===== src/rtl/key_gate_seq.sv =====
module key_gate_seq #(
  parameter int          DW         = 32,
  parameter logic [31:0] KEY_FIRST  = 32'h5F55_4E4C,
  parameter logic [31:0] KEY_SECOND = 32'h4F43_4B5F,
  parameter logic [31:0] KEY_LOCK   = 32'hFFFF_FFFF
) (
  input  logic          clk,
  input  logic          rst_n,
  input  logic          con_rst,
  input  logic          key_wr,
  input  logic [DW-1:0] key_data,
  output logic          unlocked,
  output logic          lock_pulse
);

  localparam logic [DW-1:0] K1 = DW'(KEY_FIRST);
  localparam logic [DW-1:0] K2 = DW'(KEY_SECOND);
  localparam logic [DW-1:0] KL = DW'(KEY_LOCK);

  logic armed, unl_q, pulse_q;
  logic hit_first, hit_second, hit_lock;

  assign hit_first  = key_data == K1;
  assign hit_second = key_data == K2;
  assign hit_lock   = key_data == KL;

  always_ff @(posedge clk or negedge rst_n) begin
    if (!rst_n) begin
      unl_q   <= 1'b0;
      armed   <= 1'b0;
      pulse_q <= 1'b1;
    end else if (con_rst) begin
      unl_q   <= 1'b0;
      armed   <= 1'b0;
      pulse_q <= 1'b1;
    end else begin
      pulse_q <= 1'b0;
      if (key_wr) begin
        armed <= hit_first;
        if (hit_second && armed && !unl_q) unl_q <= 1'b1;
        if (hit_lock && unl_q) begin
          unl_q   <= 1'b0;
          pulse_q <= 1'b1;
        end
      end
    end
  end

  assign unlocked   = unl_q;
  assign lock_pulse = pulse_q;

  p_open_needs_seq_r4: assert property (@(posedge clk) disable iff (!rst_n)
    $rose(unlocked) |-> $past(key_wr && hit_second && armed && !con_rst));

  p_con_rst_closes_r2: assert property (@(posedge clk) disable iff (!rst_n)
    con_rst |=> (!unlocked && lock_pulse));

  p_close_pulses_r5: assert property (@(posedge clk) disable iff (!rst_n)
    $fell(unlocked) |-> lock_pulse);

  p_pulse_single_r5: assert property (@(posedge clk) disable iff (!rst_n)
    (lock_pulse && !con_rst && !(key_wr && hit_lock && unlocked)) |=> !lock_pulse);

  p_lock_word_r5: assert property (@(posedge clk) disable iff (!rst_n)
    (unlocked && key_wr && hit_lock && !con_rst) |=> !unlocked);

  p_zero_idles_r3: assert property (@(posedge clk) disable iff (!rst_n)
    (key_wr && key_data == '0) |=> !armed);

  p_no_strobe_r8: assert property (@(posedge clk) disable iff (!rst_n)
    (!key_wr && !con_rst) |=> $stable(unlocked));

endmodule


===== config.mk =====
export PLATFORM = sky130hd
export DESIGN_NAME = key_gate_seq
export DESIGN_NICKNAME = d
export VERILOG_FILES = /design/src/rtl/key_gate_seq.sv
export SDC_FILE = /design/constraint.sdc
export NUM_CORES = 1
export LEC_CHECK = 0
export CORE_AREA = 2 2 39 41
export DETAILED_ROUTE_END_ITERATION = 12
export DIE_AREA = 0 0 41 43
export HOLD_SLACK_MARGIN = 0.12
export PLACE_DENSITY = 0.73
export SLEW_MARGIN = 20
export SYNTH_ARGS = -nofsm -noshare
export SYNTH_HDL_FRONTEND = slang
export SYNTH_SLANG_ARGS = --single-unit

===== constraint.sdc =====
create_clock -name clk -period 2.92 [get_ports clk]
set_clock_uncertainty 0.15 [all_clocks]
set_input_delay 0.584 -clock clk [delete_from_list [all_inputs] [get_ports clk]]
set_output_delay 0.584 -clock clk [all_outputs]
set_load 0.01 [all_outputs]

==> metrics.txt <==
root buffer cell=clkbuf_4; Via density=4.700; register bit total from synthesis=3; synthesis-to-finish area growth=163.2%; fraction of the mapped netlist area in simple logic gates=61.76%; pre-CTS setup slack=0.7749 ns; maximum root-to-sink buffer count=2; I/O pin count=38; post-synth cell types=15; crit path kind=register to output port; Worst Slack Setup Final=0.9242 ns; net switching power=34.60 uW; post-synthesis adder-cell area fraction=0%; gr busiest metal=met2; clk sinks=3; Leak=0.0002391 uW; TritonCTS clock tree=built; Worst-path clk slew=0.04 ns; met3 Resource Use GR=5.236%; IO buf count=37; Avg Inst Size Synth=7.735 um^2; Setup-failing EPs final=0; worst path cell trace=clkdlybuf4s50_1; DRT Pass-1 Iters=2; met2 Use GR=26.25%; Compound-Gate Fraction of Synth Area=5.392%; starting density of the core=18.44%; Clock power frac=40.6%; cts bufs inserted=3; RSZ-0062 raised after global routing=no; die width=41 um; final hold violations=0; global route overflow=0; DIE AREA=1763 um^2; drt wl/cell=11.49 um; startpoint class of the critical path=register; met1 usage=12.30%; row cnt=14; P per Cell Area=258.7 nW/um^2; Hold Crit Start=armed; mux cell area share after synthesis=0%; vias in the first global route=476; syn nets=69; slowest stage cell, crit path=clkdlybuf4s50_1; Die H=43 um; Warnings, synthesis=0; Int Pwr=139.2 uW; CP Capture Type=output port; Detailed Place HPWL=924.2 um; worst path required time=2.19 ns; first-pass GRT wire length=1.662 mm; core area=1384 um^2; largest net degree at the start of global routing=4; Logic pwr share=34.5%; initial antenna violation count=0; post-layout min period=1.996 ns; Slew HR=75.65%; Gate Count Post-Synth=33; Synth Area in XOR/XNOR=0%; 1st-iter DRT viols=2; actual slew at the worst max-slew pin=0.3619 ns; worst vdd ir=268.6 uV; post-route ant nets=0; vias=423; GR Util All Layers=13.28%; setup repair bufs after CTS=0; Pins Over Slew Limit=0; maximum clock rate=501.0 MHz; Worst Hold Class=register to register; largest family of logic cells by synthesized area=simple AND/OR/NAND/NOR gates; share of cells above drive strength 1=8.108%; worst-skew pair later-pin latency=0.23 ns; Setup TNS=0 ns; H-tree depth=1; hold buffer count at CTS=0; worst r2r src=unlocked; switch share=19.91%; post-synthesis sequential area ratio=29.90%; post-cts resize count=0; GP Congestion=0.6592; worst path bufs/invs=1; Crit. Startpoint=lock_pulse; family with the most delay on the worst path=buffers and inverters; nets@finish=111; Total Wirelength=1.034 mm; Max Fanout on Critical Path=1; Final period util=68.35%; # DRC=0; n_diodes=0; crit-path max cell delay=0.53 ns; Worst EP arrival=1.26 ns; Seq pwr share=24.9%; Synth Cell Area=255.2 um^2; status=completed; max cap viols=0
==> final timing paths <==
kind	to	slack (ns)	depth (start not counted)
setup / recovery	lock_pulse	0.92	1
hold / removal	armed	0.31	2
setup reg to reg	unlocked	1.62	4
hold reg to reg	armed	0.31	2
max in group asynchronous	lock_pulse	2.01	1
min in group asynchronous	unlocked	0.39	1
==> metal layers <==
layer,routed length (um),up-vias
li1,-,218
met1,388,192
met2,564,13
met3,81,0
met4,0,0
met5,0,-
==> power groups by stage <==
stage	clock (uW)	combinational (uW)	sequential (uW)
after detailed placement	0	60.0	43.7
final	70.6	60.0	43.2
after global routing	78.3	64.4	43.2
after global placement	0	59.2	43.7
after floorplan	0	5.50	44.1
after CTS	74.7	60.5	43.2
==> cell families after synthesis <==
family / after synthesis
and+or+nand+nor: 26
DFF: 3
AOI/OAI and AO/OA: 2
buffers and inverters: 2
==> registers in the layout, indices dropped and copies added (netlist names) <==
register,flops
armed,1
lock_pulse,1
unlocked,1
==> layout by cell type (no fill, tap or decap) <==
cell type / instances
clkdlybuf4s50_1: 37
nand4_1: 9
nor4_1: 5
nand2_1: 3
nor2_1: 3
clkbuf_4: 3
inv_1: 2
dfrtp_1: 2
nand3_1: 1
nor2_2: 1
a31o_1: 1
and2_1: 1
and4b_1: 1
a21oi_1: 1
or4_1: 1
nor4_2: 1
clkbuf_1: 1
dfstp_2: 1
==> final cells by class <==
class,count,area [um^2]
fillers,150,711.9
multi-input cells,28,171.4
repair buffers,37,370.4
flip-flops and latches,3,76.32
inverters,2,7.507
well taps,16,20.02
clock buffers,4,26.28
==> through the flow <==
stage / instances / util, % / power (uW) / hold slack, ns / area (um^2)
2_1_floorplan: 33 / - / 49.65 / 0.1384 / 255.2
3_3_place_gp: 86 / 46.65 / 102.9 / 0.2962 / 645.6
3_5_place_dp: 86 / 46.65 / 103.7 / 0.3032 / 645.6
4_1_cts: 90 / 48.55 / 178.4 / 0.3102 / 671.9
5_1_grt: 90 / 48.55 / 185.9 / 0.3499 / 671.9
6_report: 90 / 48.55 / 173.8 / 0.3050 / 671.9
==> cell usage after synthesis <==
cell type	n	share of area [%]
and2_1	1	2.5
nor2_1	3	4.4
nand2_1	3	4.4
or4_1	1	2.9
dfstp_2	1	10
nand4_1	9	22
dfrtp_1	2	20
nor4_1	5	12
nor2_2	1	2.5
and4b_1	1	3.9
a21oi_1	1	2.0
nor4_2	1	4.9
a31o_1	1	3.4
inv_1	2	2.9
nand3_1	1	2.0
No activity file was read; power rests on OpenSTA's default activity.
